`src/rtl/pct_pkg.sv`:
```
package pct_pkg;
  // Control register bit positions
  localparam int CTRL_EN    = 0;
  localparam int CTRL_IE    = 1;
  localparam int CTRL_CHAIN = 2;
  localparam int CTRL_W     = 3;
  localparam int FLAG_TO    = 0;

  // Register selector within one channel's 16-byte window
  typedef enum logic [1:0] {
    REG_LOAD  = 2'd0,
    REG_COUNT = 2'd1,
    REG_CTRL  = 2'd2,
    REG_FLAG  = 2'd3
  } chan_reg_e;

  typedef struct packed {
    logic chain;
    logic ie;
    logic en;
  } ctrl_t;
endpackage

```
`src/rtl/pct_decode.sv`:
```
module pct_decode #(
  parameter int AW      = 12,
  parameter int NCH     = 2,
  parameter int CH_BASE = 'h100,
  parameter int HI_OFF  = 'hE0,
  parameter int LO_OFF  = 'hE4,
  localparam int CIW    = (NCH > 1) ? $clog2(NCH) : 1
) (
  input  logic [AW-1:0]         addr,
  output logic                  hi_sel,
  output logic                  lo_sel,
  output logic                  ch_hit,
  output logic [CIW-1:0]        ch_idx,
  output pct_pkg::chan_reg_e    reg_sel
);
  logic [AW-1:0] rel;

  assign rel     = addr - AW'(CH_BASE);
  assign hi_sel  = (addr == AW'(HI_OFF));
  assign lo_sel  = (addr == AW'(LO_OFF));
  assign ch_hit  = (addr >= AW'(CH_BASE)) && (addr[1:0] == 2'b00) &&
                   ((rel >> 4) < AW'(NCH));
  assign ch_idx  = rel[4 +: CIW];
  assign reg_sel = pct_pkg::chan_reg_e'(rel[3:2]);
endmodule

```
`src/rtl/pct_channel.sv`:
```
module pct_channel #(
  parameter int W = 32
) (
  input  logic         clk,
  input  logic         rst_n,
  input  logic         ld_we,
  input  logic         ctrl_we,
  input  logic         flag_we,
  input  logic [W-1:0] wdata,
  input  logic         tick_in,
  output logic [W-1:0] ld_q,
  output logic [W-1:0] cnt_q,
  output logic         en_q,
  output logic         ie_q,
  output logic         chain_q,
  output logic         flag_q,
  output logic         expire,
  output logic         start,
  output logic         flag_clr,
  output logic         irq
);
  import pct_pkg::*;

  function automatic logic [W-1:0] next_count(input logic [W-1:0] cur,
                                              input logic [W-1:0] reload);
    return (cur == '0) ? reload : cur - W'(1);
  endfunction

  ctrl_t ctrl_w;
  logic  run_tick;

  assign ctrl_w   = ctrl_t'(wdata[CTRL_W-1:0]);
  assign start    = ctrl_we && ctrl_w.en && !en_q;
  assign run_tick = en_q && tick_in;
  assign expire   = run_tick && (cnt_q == '0);
  assign flag_clr = flag_we && wdata[FLAG_TO];
  assign irq      = flag_q && ie_q;

  always_ff @(posedge clk) begin
    if (!rst_n) begin
      ld_q    <= '0;
      cnt_q   <= '0;
      en_q    <= 1'b0;
      ie_q    <= 1'b0;
      chain_q <= 1'b0;
      flag_q  <= 1'b0;
    end else begin
      if (ld_we) ld_q <= wdata;
      if (ctrl_we) begin
        en_q    <= ctrl_w.en;
        ie_q    <= ctrl_w.ie;
        chain_q <= ctrl_w.chain;
      end
      if (start)         cnt_q <= ld_q;
      else if (run_tick) cnt_q <= next_count(cnt_q, ld_q);
      if (expire)        flag_q <= 1'b1;
      else if (flag_clr) flag_q <= 1'b0;
    end
  end
endmodule

```
`src/rtl/pct_snapshot.sv`:
```
module pct_snapshot #(
  parameter int W = 32
) (
  input  logic         clk,
  input  logic         rst_n,
  input  logic         capture,
  input  logic [W-1:0] live,
  output logic [W-1:0] snap_q
);
  always_ff @(posedge clk) begin
    if (!rst_n)       snap_q <= '0;
    else if (capture) snap_q <= ~live;
  end
endmodule

```
`src/rtl/pct_timer.sv`:
```
module pct_timer #(
  parameter int AW      = 12,
  parameter int W       = 32,
  parameter int NCH     = 2,
  parameter int CH_BASE = 'h100,
  parameter int HI_OFF  = 'hE0,
  parameter int LO_OFF  = 'hE4
) (
  input  logic           clk,
  input  logic           rst_n,
  input  logic [AW-1:0]  bus_addr,
  input  logic           bus_wr,
  input  logic           bus_rd,
  input  logic [W-1:0]   bus_wdata,
  output logic [W-1:0]   bus_rdata,
  output logic [NCH-1:0] irq
);
  import pct_pkg::*;
  localparam int CIW = (NCH > 1) ? $clog2(NCH) : 1;

  logic                  hi_sel, lo_sel, ch_hit;
  logic [CIW-1:0]        ch_idx;
  chan_reg_e             reg_sel;
  logic [NCH-1:0][W-1:0] ld_all, cnt_all;
  logic [NCH-1:0]        en_v, ie_v, chain_v, flag_v;
  logic [NCH-1:0]        expire_v, start_v, flag_clr_v, tick_v;
  logic [NCH-1:0]        ld_we, ctrl_we, flag_we;
  logic                  hi_rd;
  logic [W-1:0]          snap_q;

  pct_decode #(.AW(AW), .NCH(NCH), .CH_BASE(CH_BASE),
               .HI_OFF(HI_OFF), .LO_OFF(LO_OFF)) u_dec (
    .addr(bus_addr), .hi_sel(hi_sel), .lo_sel(lo_sel),
    .ch_hit(ch_hit), .ch_idx(ch_idx), .reg_sel(reg_sel)
  );

  assign hi_rd = bus_rd && hi_sel;

  for (genvar i = 0; i < NCH; i++) begin : g_ch
    logic hit_i;
    assign hit_i      = bus_wr && ch_hit && (ch_idx == CIW'(i));
    assign ld_we[i]   = hit_i && (reg_sel == REG_LOAD);
    assign ctrl_we[i] = hit_i && (reg_sel == REG_CTRL);
    assign flag_we[i] = hit_i && (reg_sel == REG_FLAG);

    if (i == 0) begin : g_free
      assign tick_v[i] = 1'b1;
    end else begin : g_link
      assign tick_v[i] = chain_v[i] ? expire_v[i-1] : 1'b1;
    end

    pct_channel #(.W(W)) u_chan (
      .clk(clk), .rst_n(rst_n),
      .ld_we(ld_we[i]), .ctrl_we(ctrl_we[i]), .flag_we(flag_we[i]),
      .wdata(bus_wdata), .tick_in(tick_v[i]),
      .ld_q(ld_all[i]), .cnt_q(cnt_all[i]),
      .en_q(en_v[i]), .ie_q(ie_v[i]), .chain_q(chain_v[i]),
      .flag_q(flag_v[i]), .expire(expire_v[i]), .start(start_v[i]),
      .flag_clr(flag_clr_v[i]), .irq(irq[i])
    );
  end

  pct_snapshot #(.W(W)) u_snap (
    .clk(clk), .rst_n(rst_n), .capture(hi_rd),
    .live(cnt_all[0]), .snap_q(snap_q)
  );

  always_comb begin
    bus_rdata = '0;
    if (hi_sel) begin
      bus_rdata = ~cnt_all[1];
    end else if (lo_sel) begin
      bus_rdata = snap_q;
    end else if (ch_hit) begin
      case (reg_sel)
        REG_LOAD:  bus_rdata = ld_all[ch_idx];
        REG_COUNT: bus_rdata = cnt_all[ch_idx];
        REG_CTRL:  bus_rdata = W'({chain_v[ch_idx], ie_v[ch_idx], en_v[ch_idx]});
        default:   bus_rdata = W'(flag_v[ch_idx]);
      endcase
    end
  end
endmodule

```
`config.mk`:
```
export PLATFORM = sky130hd
export DESIGN_NAME = pct_timer
export DESIGN_NICKNAME = d
export VERILOG_FILES = /design/src/rtl/pct_pkg.sv /design/src/rtl/pct_decode.sv /design/src/rtl/pct_channel.sv /design/src/rtl/pct_snapshot.sv /design/src/rtl/pct_timer.sv
export SDC_FILE = /design/constraint.sdc
export NUM_CORES = 1
export LEC_CHECK = 0
export BUFFER_PORTS_ARGS = -buffer_cell sky130_fd_sc_hd__buf_2
export CAP_MARGIN = 20
export CORE_ASPECT_RATIO = 0.6
export CORE_MARGIN = 5
export CORE_UTILIZATION = 40
export CTS_BUF_LIST = sky130_fd_sc_hd__clkbuf_16
export CTS_CLUSTER_DIAMETER = 120
export CTS_CLUSTER_SIZE = 8
export DETAILED_ROUTE_END_ITERATION = 10
export PLACE_DENSITY_LB_ADDON = 0.25
export SYNTH_ARGS = -nofsm -noshare
export SYNTH_HDL_FRONTEND = slang
export SYNTH_SLANG_ARGS = --single-unit
export TNS_END_PERCENT = 1
```
`constraint.sdc`:
```
create_clock -name clk -period 3.2 [get_ports clk]
set_input_delay 0.16 -clock clk [delete_from_list [all_inputs] [get_ports clk]]
set_output_delay 0.16 -clock clk [all_outputs]
set_load 0.01 [all_outputs]
```
==> flow_summary.html, run 1 <==
<table>
<tr><th>Metric</th><th>Value</th></tr>
<tr><th colspan="2">Cells and area</th></tr>
<tr><td>Commonest non-fill, non-tap cell in the layout</td><td>sky130_fd_sc_hd__nand2_1</td></tr>
<tr><td>Number of nets in the layout</td><td>between 1000 and 1500</td></tr>
<tr><td>Count of fill cells added during filler insertion</td><td>2260</td></tr>
<tr><td>Fraction of final layout cells sized beyond drive strength 1</td><td>between 10% and 20%</td></tr>
<tr><td>Layout Area Growth over Synthesis</td><td>18.4%</td></tr>
<tr><td>Antenna Cells</td><td>0</td></tr>
<tr><td>Commonest cells after routing, fill and taps aside</td><td>sky130_fd_sc_hd__nand2_1, sky130_fd_sc_hd__dfxtp_1, sky130_fd_sc_hd__a21oi_1</td></tr>
<tr><th colspan="2">CTS</th></tr>
<tr><td>Clock root buffer</td><td>sky130_fd_sc_hd__clkbuf_16</td></tr>
<tr><td>TritonCTS clock tree</td><td>built</td></tr>
<tr><td>Insertion delay of the later-clocked pin in the worst-skew pair</td><td>460 ps</td></tr>
<tr><td>Number of levels the H-tree was split into</td><td>4</td></tr>
<tr><td>Total number of clock tree sinks</td><td>168</td></tr>
<tr><td>Number of buffers on the longest clock path</td><td>2</td></tr>
<tr><td>CTS clock-pin slew for the worst setup and hold paths</td><td>70 ps</td></tr>
<tr><td>Inserted Clock Buffers</td><td>17</td></tr>
<tr><th colspan="2">Logic synthesis</th></tr>
<tr><td>Count of unique library cells instantiated by Yosys</td><td>65</td></tr>
<tr><td>Number of standard cells after synthesis</td><td>1185</td></tr>
<tr><td>Area share of and/or/nand/nor cells after synthesis</td><td>25.2%</td></tr>
<tr><td>Post-synthesis mux area share</td><td>a little over a tenth</td></tr>
<tr><td>Sequential cell area fraction in the yosys report</td><td>36.1%</td></tr>
<tr><td>Register bit total from synthesis</td><td>168</td></tr>
<tr><td>Post-synthesis adder-cell area fraction</td><td>0.538%</td></tr>
<tr><td>Synth Net Count</td><td>1237</td></tr>
<tr><td>Async S/R FF share, synth</td><td>0%</td></tr>
<tr><td>Xor/xnor cell area share of the yosys netlist</td><td>0%</td></tr>
<tr><td>Largest family of logic cells by synthesized area</td><td>simple AND/OR/NAND/NOR gates</td></tr>
<tr><td>Warnings from Yosys</td><td>0</td></tr>
<tr><td>Syn Area/Cell</td><td>between 7 and 8 µm²</td></tr>
<tr><td>Post-Synthesis Cell Area</td><td>9300 µm²</td></tr>
<tr><td>Synthesized-area fraction occupied by ao, oa, aoi and oai cells</td><td>22.3%</td></tr>
<tr><td>Dominant synthesized flop cell</td><td>sky130_fd_sc_hd__dfxtp_1</td></tr>
<tr><td>Number of flops mapped to enable cells by yosys</td><td>0</td></tr>
<tr><th colspan="2">Run status</th></tr>
<tr><td>Outcome</td><td>finished, final reports clean</td></tr>
<tr><th colspan="2">Place</th></tr>
<tr><td>Routability cong.</td><td>0.910</td></tr>
<tr><td>Placed wire-length estimate after detailed placement</td><td>22300 µm</td></tr>
<tr><td>Count of input and output buffers</td><td>81</td></tr>
<tr><td>Setup Slack @ Placement</td><td>337 ps</td></tr>
<tr><th colspan="2">Setup path</th></tr>
<tr><td>Delay-heaviest family, CP</td><td>simple AND/OR/NAND/NOR gates</td></tr>
<tr><td>Startpoint of the lowest-slack register-to-register path</td><td>g_ch[0].u_chan.cnt_q[15]$_SDFFE_PN0P_</td></tr>
<tr><td>Critical Path Sink Type</td><td>flip-flop</td></tr>
<tr><td>Crit path depth</td><td>7</td></tr>
<tr><td>Delay of the slowest cell on the worst path</td><td>820 ps</td></tr>
<tr><td>Sum of buffers and inverters on the critical path</td><td>1</td></tr>
<tr><td>Worst setup SP type</td><td>flip-flop</td></tr>
<tr><td>Capture point of the worst reg-to-reg path</td><td>g_ch[0].u_chan.cnt_q[13]$_SDFFE_PN0P_</td></tr>
<tr><td>Flop2flop setup slack</td><td>270 ps</td></tr>
<tr><td>Reg2Reg Depth</td><td>7</td></tr>
<tr><td>Worst path required time</td><td>3550 ps</td></tr>
<tr><td>Type of the worst setup path</td><td>reg2reg</td></tr>
<tr><td>Crit path max-delay cell type</td><td>sky130_fd_sc_hd__nor2_4</td></tr>
<tr><td>Data arrival time of the critical path</td><td>between 3000 and 4000 ps</td></tr>
<tr><td>Cell breakdown of the critical path</td><td>or4_1 &gt; nor3_2 &gt; and4bb_1 &gt; nor2_4 &gt; buf_4 &gt; mux2i_1 &gt; a221oi_1</td></tr>
<tr><td>CP max FO</td><td>35</td></tr>
<tr><th colspan="2">STA</th></tr>
<tr><td>Shortest clock period the worst path allows after layout</td><td>2930 ps</td></tr>
<tr><td>Normalized max-slew margin</td><td>28.6%</td></tr>
<tr><td>Final count of negative-setup-slack endpoints</td><td>0</td></tr>
<tr><td>Final worst path period share</td><td>91.6%</td></tr>
<tr><td>Worst setup margin</td><td>268 ps</td></tr>
<tr><td>Max Transition Viols Final</td><td>0</td></tr>
<tr><td>Maximum clock rate</td><td>roughly 0.34 GHz</td></tr>
<tr><td>RSZ-0062 raised after global routing</td><td>false</td></tr>
<tr><td>Worst clock skew on the final layout</td><td>8.67 ps</td></tr>
<tr><td>TNS Setup</td><td>0 ps</td></tr>
<tr><td>Smallest hold slack</td><td>roughly 190 ps</td></tr>
<tr><td>Transition time at the pin with the least slew margin</td><td>1070 ps</td></tr>
<tr><td>Final-report hold violation count</td><td>0</td></tr>
<tr><th colspan="2">Worst hold path</th></tr>
<tr><td>Startpoint of the most critical hold path</td><td>bus_wr</td></tr>
<tr><td>Min-delay worst type</td><td>in2reg</td></tr>
<tr><td>Worst Hold End</td><td>g_ch[1].u_chan.ld_q[0]$_SDFFE_PN0P_</td></tr>
<tr><td>WHS Path Cells</td><td>5</td></tr>
<tr><th colspan="2">Global routing</th></tr>
<tr><td>Initial antenna violation count</td><td>0</td></tr>
<tr><td>Global-route wire length before repair</td><td>50800 µm</td></tr>
<tr><td>Global-route track usage on met2</td><td>31.4%</td></tr>
<tr><td>Global routing usage summed across all routing layers</td><td>24.7%</td></tr>
<tr><td>Via count of the first global-routing pass</td><td>8516</td></tr>
<tr><td>Most used routing layer in global routing</td><td>met1</td></tr>
<tr><td>Congestion Overflow GR</td><td>0</td></tr>
<tr><td>Met3 layer usage reported by global route</td><td>between 6 and 7%</td></tr>
<tr><td>Largest net degree at the start of global routing</td><td>65</td></tr>
<tr><td>Met1 demand-to-capacity share in global routing</td><td>40.4%</td></tr>
<tr><th colspan="2">Pwr</th></tr>
<tr><td>Maximum VDD drop</td><td>roughly 0.37 mV</td></tr>
<tr><td>Cell leakage power</td><td>approximately 4.1 nW</td></tr>
<tr><td>PD cells</td><td>roughly 400 nW/µm²</td></tr>
<tr><th colspan="2">Die</th></tr>
<tr><td>Initial Util</td><td>40.5%</td></tr>
<tr><td>IO Count</td><td>approximately 80</td></tr>
<tr><td>Row count</td><td>43</td></tr>
<tr><td>Die boundary width</td><td>207 µm</td></tr>
<tr><td>Area enclosed by the die boundary</td><td>26500 µm²</td></tr>
<tr><td>Overall die height</td><td>128 µm</td></tr>
<tr><td>Core area</td><td>approximately 23000 µm²</td></tr>
<tr><th colspan="2">Detailed routing</th></tr>
<tr><td>Remaining design rule violation count</td><td>0</td></tr>
<tr><td>DR pass1 iterations</td><td>7</td></tr>
<tr><td>Average detailed-routed wire length per instance</td><td>20.5 µm</td></tr>
<tr><td>Final ANT Viol Nets</td><td>0</td></tr>
<tr><td>Routed vias/inst</td><td>5.93</td></tr>
<tr><td>Aggregate routed wire length</td><td>32600 µm</td></tr>
<tr><td>Total number of vias</td><td>9421</td></tr>
<tr><td>Iter 0 DRT Violations</td><td>1114</td></tr>
<tr><th colspan="2">Run</th></tr>
<tr><td>Max cap viols</td><td>0</td></tr>
</table>
## worst max-delay path by stage
| stage | from | end | slack, ps |
|---|---|---|---|
| floorplan | g_ch[0].u_chan.cnt_q[0]$_SDFFE_PN0P_ | g_ch[0].u_chan.cnt_q[30]$_SDFFE_PN0P_ | 570 |
| global placement | g_ch[1].u_chan.cnt_q[7]$_SDFFE_PN0P_ | g_ch[1].u_chan.cnt_q[29]$_SDFFE_PN0P_ | 420 |
| detailed placement | g_ch[0].u_chan.cnt_q[15]$_SDFFE_PN0P_ | g_ch[0].u_chan.cnt_q[13]$_SDFFE_PN0P_ | 340 |
| CTS | g_ch[0].u_chan.cnt_q[15]$_SDFFE_PN0P_ | g_ch[0].u_chan.cnt_q[13]$_SDFFE_PN0P_ | 320 |
| global route | g_ch[0].u_chan.cnt_q[15]$_SDFFE_PN0P_ | g_ch[0].u_chan.cnt_q[13]$_SDFFE_PN0P_ | 60 |
| finish | g_ch[0].u_chan.cnt_q[15]$_SDFFE_PN0P_ | g_ch[0].u_chan.cnt_q[13]$_SDFFE_PN0P_ | 270 |
## sequential cells by signal, summed over array words and instances (netlist names)
register / count
g_ch.u_chan.ld_q: 64
g_ch.u_chan.flag_q: 2
g_ch.u_chan.chain_q: 2
g_ch.u_chan.ie_q: 2
g_ch.u_chan.en_q: 2
g_ch.u_chan.cnt_q: 64
u_snap.snap_q: 32
## area by class of cell
cell class | count | area [µm²] | share of cell area [%]
clock inverter | 14 | 166 | 1.51
inverter | 14 | 52.6 | 0.477
tap | 315 | 394 | 3.58
multi-input combinational | 898 | 5490 | 49.8
timing repair buffer | 164 | 1120 | 10.2
sequential | 168 | 3360 | 30.5
clock buffer | 17 | 425 | 3.86
## cell usage after synthesis (all sizes together), types with 22 or more instances
library cell    n  area (µm²)
mux4           31         702
o22ai          24         150
nor3           42         215
nor4           30         194
dfxtp         168        3360
a21oi         145         726
clkbuf         80         300
a22oi          29         218
nor2           63         239
nand2         216         811
o21ai          96         480
and2           33         206
or3            22         149
mux2i          28         280
buf            25         139
## what timing repair did
action	CTS	global route
hold buffers	32	0
hold endpoints to repair	66	0
buffers inserted	0	0
gates resized for setup	0	0
## routing by layer
| metal | vias up | part of all wire, % | wire length [µm] |
|---|---|---|---|
| li1 | 4479 | - | - |
| met1 | 4487 | 51 | 16700 |
| met2 | 429 | 37 | 12200 |
| met3 | 26 | 10 | 3270 |
| met4 | 0 | 1.1 | 361 |
| met5 | - | 0 | 0 |
## power breakdown
part	internal [W]	switching, W	total (W)
clock network	0.00128	0.000887	0.00217
logic	0.0000746	0.000102	0.000176
registers	0.00209	0.000000230	0.00209
total	0.00344	0.000989	0.00443
## stage by stage
stage          util (%)  cell area, µm²  total power [W]  std cells
2_1_floorplan         -            9300          0.00222       1185
3_3_place_gp       44.0           10100          0.00228       1527
3_5_place_dp       44.0           10100          0.00228       1527
4_1_cts            47.9           11000          0.00446       1590
5_1_grt            47.9           11000          0.00454       1590
6_report           47.9           11000          0.00443       1590
## tightest hold or removal path: cells and delay by family
kind | cells | cell delay [ps]
compound gates | 1 | 50
buf+inv | 1 | 130
simple gates | 3 | 260
## cell families (layout without fill, tap and decap cells)
group           Yosys count  in the layout
flops                   168            168
fa+ha+maj                 4              4
buf+inv                 119            209
mux                      59             59
compound gates          357            357
simple gates            478            478
No activity file was read; power rests on OpenSTA's default activity.
==> inputs of run 2 (changes only) <==
--- a/config.mk
+++ b/config.mk
@@ -7,7 +7,7 @@
 export LEC_CHECK = 0
 export BUFFER_PORTS_ARGS = -buffer_cell sky130_fd_sc_hd__buf_2
 export CAP_MARGIN = 20
-export CORE_ASPECT_RATIO = 0.6
+export CORE_ASPECT_RATIO = 0.7
 export CORE_MARGIN = 5
 export CORE_UTILIZATION = 40
 export CTS_BUF_LIST = sky130_fd_sc_hd__clkbuf_16
==> run 2 against run 1 <==
Effect of this change: clock-buffer cell count unchanged; first-iteration DRC count shrank 7.5%; die area down 0.19%; routed wire length is 2.5% lower; critical path type unchanged; largest cell class unchanged; highest routed layer unchanged.
==> flow_summary.html, run 2 (synthesized netlist as in run 1, its figures left out) <==
<table>
<tr><th>Metric</th><th>Value</th></tr>
<tr><th colspan="2">Detailed routing</th></tr>
<tr><td>Aggregate routed wire length</td><td>31800 µm (-2.5%)</td></tr>
<tr><td>Total number of vias</td><td>9411 (-0.11%)</td></tr>
<tr><td>Iter 0 DRT Violations</td><td>1030 (-7.5%)</td></tr>
<tr><td>DR pass1 iterations</td><td>7 (unchanged)</td></tr>
<tr><td>Routed vias/inst</td><td>5.93 (+0.15%)</td></tr>
<tr><td>Average detailed-routed wire length per instance</td><td>20.0 µm (-2.3%)</td></tr>
<tr><td>Final ANT Viol Nets</td><td>0 (unchanged)</td></tr>
<tr><td>Remaining design rule violation count</td><td>0 (unchanged)</td></tr>
<tr><th colspan="2">Cells and area</th></tr>
<tr><td>Fraction of final layout cells sized beyond drive strength 1</td><td>17.2% (+0.33 points)</td></tr>
<tr><td>Commonest cells after routing, fill and taps aside</td><td>sky130_fd_sc_hd__nand2_1, sky130_fd_sc_hd__dfxtp_1, sky130_fd_sc_hd__a21oi_1</td></tr>
<tr><td>Top flop regs</td><td>g_ch.u_chan.cnt_q: 64 flops, g_ch.u_chan.ld_q: 64 flops, u_snap.snap_q: 32 flops</td></tr>
<tr><td>Final non-filler cell area</td><td>11000 µm² (-0.30%)</td></tr>
<tr><td>Antenna Cells</td><td>0 (unchanged)</td></tr>
<tr><td>Number of nets in the layout</td><td>1313 (-0.15%)</td></tr>
<tr><td>Layout Area Growth over Synthesis</td><td>18.0%</td></tr>
<tr><td>Commonest non-fill, non-tap cell in the layout</td><td>sky130_fd_sc_hd__nand2_1</td></tr>
<tr><th colspan="2">Pwr</th></tr>
<tr><td>Cell leakage power</td><td>4.08 nW (-1.0%)</td></tr>
<tr><td>Sequential share of power</td><td>48.4% (+1.2 points)</td></tr>
<tr><td>Internal power contribution</td><td>0.00325 W (-5.7%)</td></tr>
<tr><td>Switching portion of total power</td><td>24.8% (+2.5 points)</td></tr>
<tr><td>Fraction of power consumed by the clock network</td><td>47.5% (-1.4 points)</td></tr>
<tr><td>PD cells</td><td>393 nW/µm² (-2.3%)</td></tr>
<tr><td>Logic pwr share</td><td>4.1% (about the same)</td></tr>
<tr><td>Net switching power</td><td>0.00107 W (+8.1%)</td></tr>
<tr><td>Maximum VDD drop</td><td>0.380 mV (+1.3%)</td></tr>
<tr><th colspan="2">Place</th></tr>
<tr><td>Count of input and output buffers</td><td>81 (unchanged)</td></tr>
<tr><td>Setup Slack @ Placement</td><td>206 ps (-131 ps)</td></tr>
<tr><td>Cell area reported after detailed placement</td><td>10100 µm² (-0.11%)</td></tr>
<tr><td>Routability cong.</td><td>0.917 (+0.71%)</td></tr>
<tr><td>Placed wire-length estimate after detailed placement</td><td>22000 µm (-1.4%)</td></tr>
<tr><th colspan="2">Die</th></tr>
<tr><td>Row count</td><td>46 (+7.0%)</td></tr>
<tr><td>Initial Util</td><td>40.8% (+0.32 points)</td></tr>
<tr><td>Area enclosed by the die boundary</td><td>26500 µm² (-0.19%)</td></tr>
<tr><td>Overall die height</td><td>138 µm (+7.4%)</td></tr>
<tr><td>Core area</td><td>22800 µm² (-0.79%)</td></tr>
<tr><td>Die boundary width</td><td>192 µm (-7.1%)</td></tr>
<tr><td>IO Count</td><td>82 (unchanged)</td></tr>
<tr><th colspan="2">STA</th></tr>
<tr><td>TNS Setup</td><td>0 ps (unchanged)</td></tr>
<tr><td>Max Transition Viols Final</td><td>0 (unchanged)</td></tr>
<tr><td>Final worst path period share</td><td>90.7% (-0.89 points)</td></tr>
<tr><td>Shortest clock period the worst path allows after layout</td><td>2900 ps (-28.3 ps)</td></tr>
<tr><td>Final-report hold violation count</td><td>0 (unchanged)</td></tr>
<tr><td>RSZ-0062 raised after global routing</td><td>false</td></tr>
<tr><td>Maximum clock rate</td><td>0.344 GHz (+0.98%)</td></tr>
<tr><td>Final count of negative-setup-slack endpoints</td><td>0 (unchanged)</td></tr>
<tr><td>Worst setup margin</td><td>297 ps (+28.3 ps)</td></tr>
<tr><td>Normalized max-slew margin</td><td>28.2% (-0.33 points)</td></tr>
<tr><td>Worst clock skew on the final layout</td><td>16.8 ps (+8.16 ps)</td></tr>
<tr><td>Transition time at the pin with the least slew margin</td><td>1070 ps (+4.99 ps)</td></tr>
<tr><td>Smallest hold slack</td><td>22.1 ps (-168 ps)</td></tr>
<tr><th colspan="2">CTS</th></tr>
<tr><td>TritonCTS clock tree</td><td>built</td></tr>
<tr><td>Insertion delay of the later-clocked pin in the worst-skew pair</td><td>450 ps (about the same)</td></tr>
<tr><td>Clock root buffer</td><td>sky130_fd_sc_hd__clkbuf_16</td></tr>
<tr><td>Total number of clock tree sinks</td><td>168 (unchanged)</td></tr>
<tr><td>Post-CTS setup repair buffer count</td><td>0 (unchanged)</td></tr>
<tr><td>CTS clock-pin slew for the worst setup and hold paths</td><td>70 ps (about the same)</td></tr>
<tr><td>Number of levels the H-tree was split into</td><td>4 (unchanged)</td></tr>
<tr><td>Inserted Clock Buffers</td><td>17 (unchanged)</td></tr>
<tr><td>Number of buffers on the longest clock path</td><td>2 (unchanged)</td></tr>
<tr><th colspan="2">Global routing</th></tr>
<tr><td>Initial antenna violation count</td><td>0 (unchanged)</td></tr>
<tr><td>Via count of the first global-routing pass</td><td>8374 (-1.7%)</td></tr>
<tr><td>Global-route wire length before repair</td><td>49300 µm (-3.0%)</td></tr>
<tr><td>Largest net degree at the start of global routing</td><td>65 (unchanged)</td></tr>
<tr><td>Global routing usage summed across all routing layers</td><td>24.0% (-0.70 points)</td></tr>
<tr><td>Congestion Overflow GR</td><td>0 (unchanged)</td></tr>
<tr><th colspan="2">Setup path</th></tr>
<tr><td>Critical Path Sink Type</td><td>flip-flop</td></tr>
<tr><td>Worst path required time</td><td>3510 ps (-40 ps)</td></tr>
<tr><td>CP max FO</td><td>14 (-60%)</td></tr>
<tr><td>Data arrival time of the critical path</td><td>3220 ps (-70 ps)</td></tr>
<tr><td>Worst setup SP type</td><td>flip-flop</td></tr>
<tr><td>Type of the worst setup path</td><td>reg2reg</td></tr>
<tr><th colspan="2">Run status</th></tr>
<tr><td>Outcome</td><td>finished, final reports clean</td></tr>
<tr><th colspan="2">Worst hold path</th></tr>
<tr><td>Min-delay worst type</td><td>in2reg</td></tr>
<tr><th colspan="2">Run</th></tr>
<tr><td>Max cap viols</td><td>0 (unchanged)</td></tr>
</table>
-- run 2: cell count changes in the layout (fill, tap and decap cells not counted), moves of 2 or more --
| cell | change |
|---|---|
| sky130_fd_sc_hd__bufinv_16 | -3 |
| sky130_fd_sc_hd__clkinv_1 | -2 |
| sky130_fd_sc_hd__clkinv_2 | -4 |
| sky130_fd_sc_hd__clkinv_4 | +3 |
| sky130_fd_sc_hd__clkinvlp_4 | +4 |
| sky130_fd_sc_hd__inv_1 | -2 |
| sky130_fd_sc_hd__inv_6 | +4 |
-- run 2: power by group through the flow --
stage | registers, W | clock network [W] | logic (W)
floorplan | 0.00214 | 0 | 0.0000784
global placement | 0.00214 | 0 | 0.000144
detailed placement | 0.00214 | 0 | 0.000145
CTS | 0.00209 | 0.00208 | 0.000175
global route | 0.00209 | 0.00217 | 0.000191
finish | 0.00209 | 0.00205 | 0.000176
-- run 2: worst paths after layout --
| path | start | endpoint | slack (ps) | depth (start not counted) |
|---|---|---|---|---|
| max | g_ch[0].u_chan.cnt_q[15]$_SDFFE_PN0P_ | g_ch[1].u_chan.cnt_q[3]$_SDFFE_PN0P_ | 300 | 6 |
| min | bus_wdata[1] | g_ch[1].u_chan.ld_q[1]$_SDFFE_PN0P_ | 20 | 3 |
| max reg2reg | g_ch[0].u_chan.cnt_q[15]$_SDFFE_PN0P_ | g_ch[1].u_chan.cnt_q[3]$_SDFFE_PN0P_ | 300 | 6 |
| min reg2reg | u_snap.snap_q[28]$_SDFFE_PN0P_ | u_snap.snap_q[28]$_SDFFE_PN0P_ | 480 | 2 |
-- run 2: area by class of cell --
class / count / area [µm²]
clock buffers: 17 / 425
fillers: 2308 / 11800
flip-flops and latches: 168 / 3360
clock inverters: 15 / 144
repair buffers: 162 / 1100
multi-input cells: 898 / 5500
well taps: 312 / 390
inverters: 14 / 52.6
-- run 2: critical path, stage by stage (launching register included) --
cell,delay [ps]
sky130_fd_sc_hd__dfxtp_1,370
sky130_fd_sc_hd__or4_1,710
sky130_fd_sc_hd__nor3_2,390
sky130_fd_sc_hd__a41o_1,280
sky130_fd_sc_hd__a21o_1,440
sky130_fd_sc_hd__o21ai_1,130
sky130_fd_sc_hd__a2111oi_0,450
-- run 2: what timing repair did --
item | 4_1_cts | 5_1_grt
hold buffers | 31 | 0
gates resized for setup | 0 | 1
setup endpoints to repair | 0 | 1
hold endpoints to repair | 62 | 0
-- run 2: per-stage QoR --
| stage | instances | power, W | util (%) |
|---|---|---|---|
| finish | 1586 | 0.00432 | 48.2 |
| floorplan | 1185 | 0.00222 | - |
| detailed placement | 1523 | 0.00228 | 44.3 |
| global route | 1586 | 0.00445 | 48.2 |
| global placement | 1523 | 0.00228 | 44.3 |
| CTS | 1586 | 0.00435 | 48.1 |
-- run 2: per-layer routing --
| layer | share of wire (%) | track usage [%] | vias to the layer above |
|---|---|---|---|
| met2 | 39 | 32.2 | 422 |
| li1 | - | - | 4475 |
| met3 | 9.7 | 6.28 | 26 |
| met1 | 50 | 37.6 | 4488 |
| met4 | 1.1 | 5.62 | 0 |
| met5 | 0 | 0 | - |
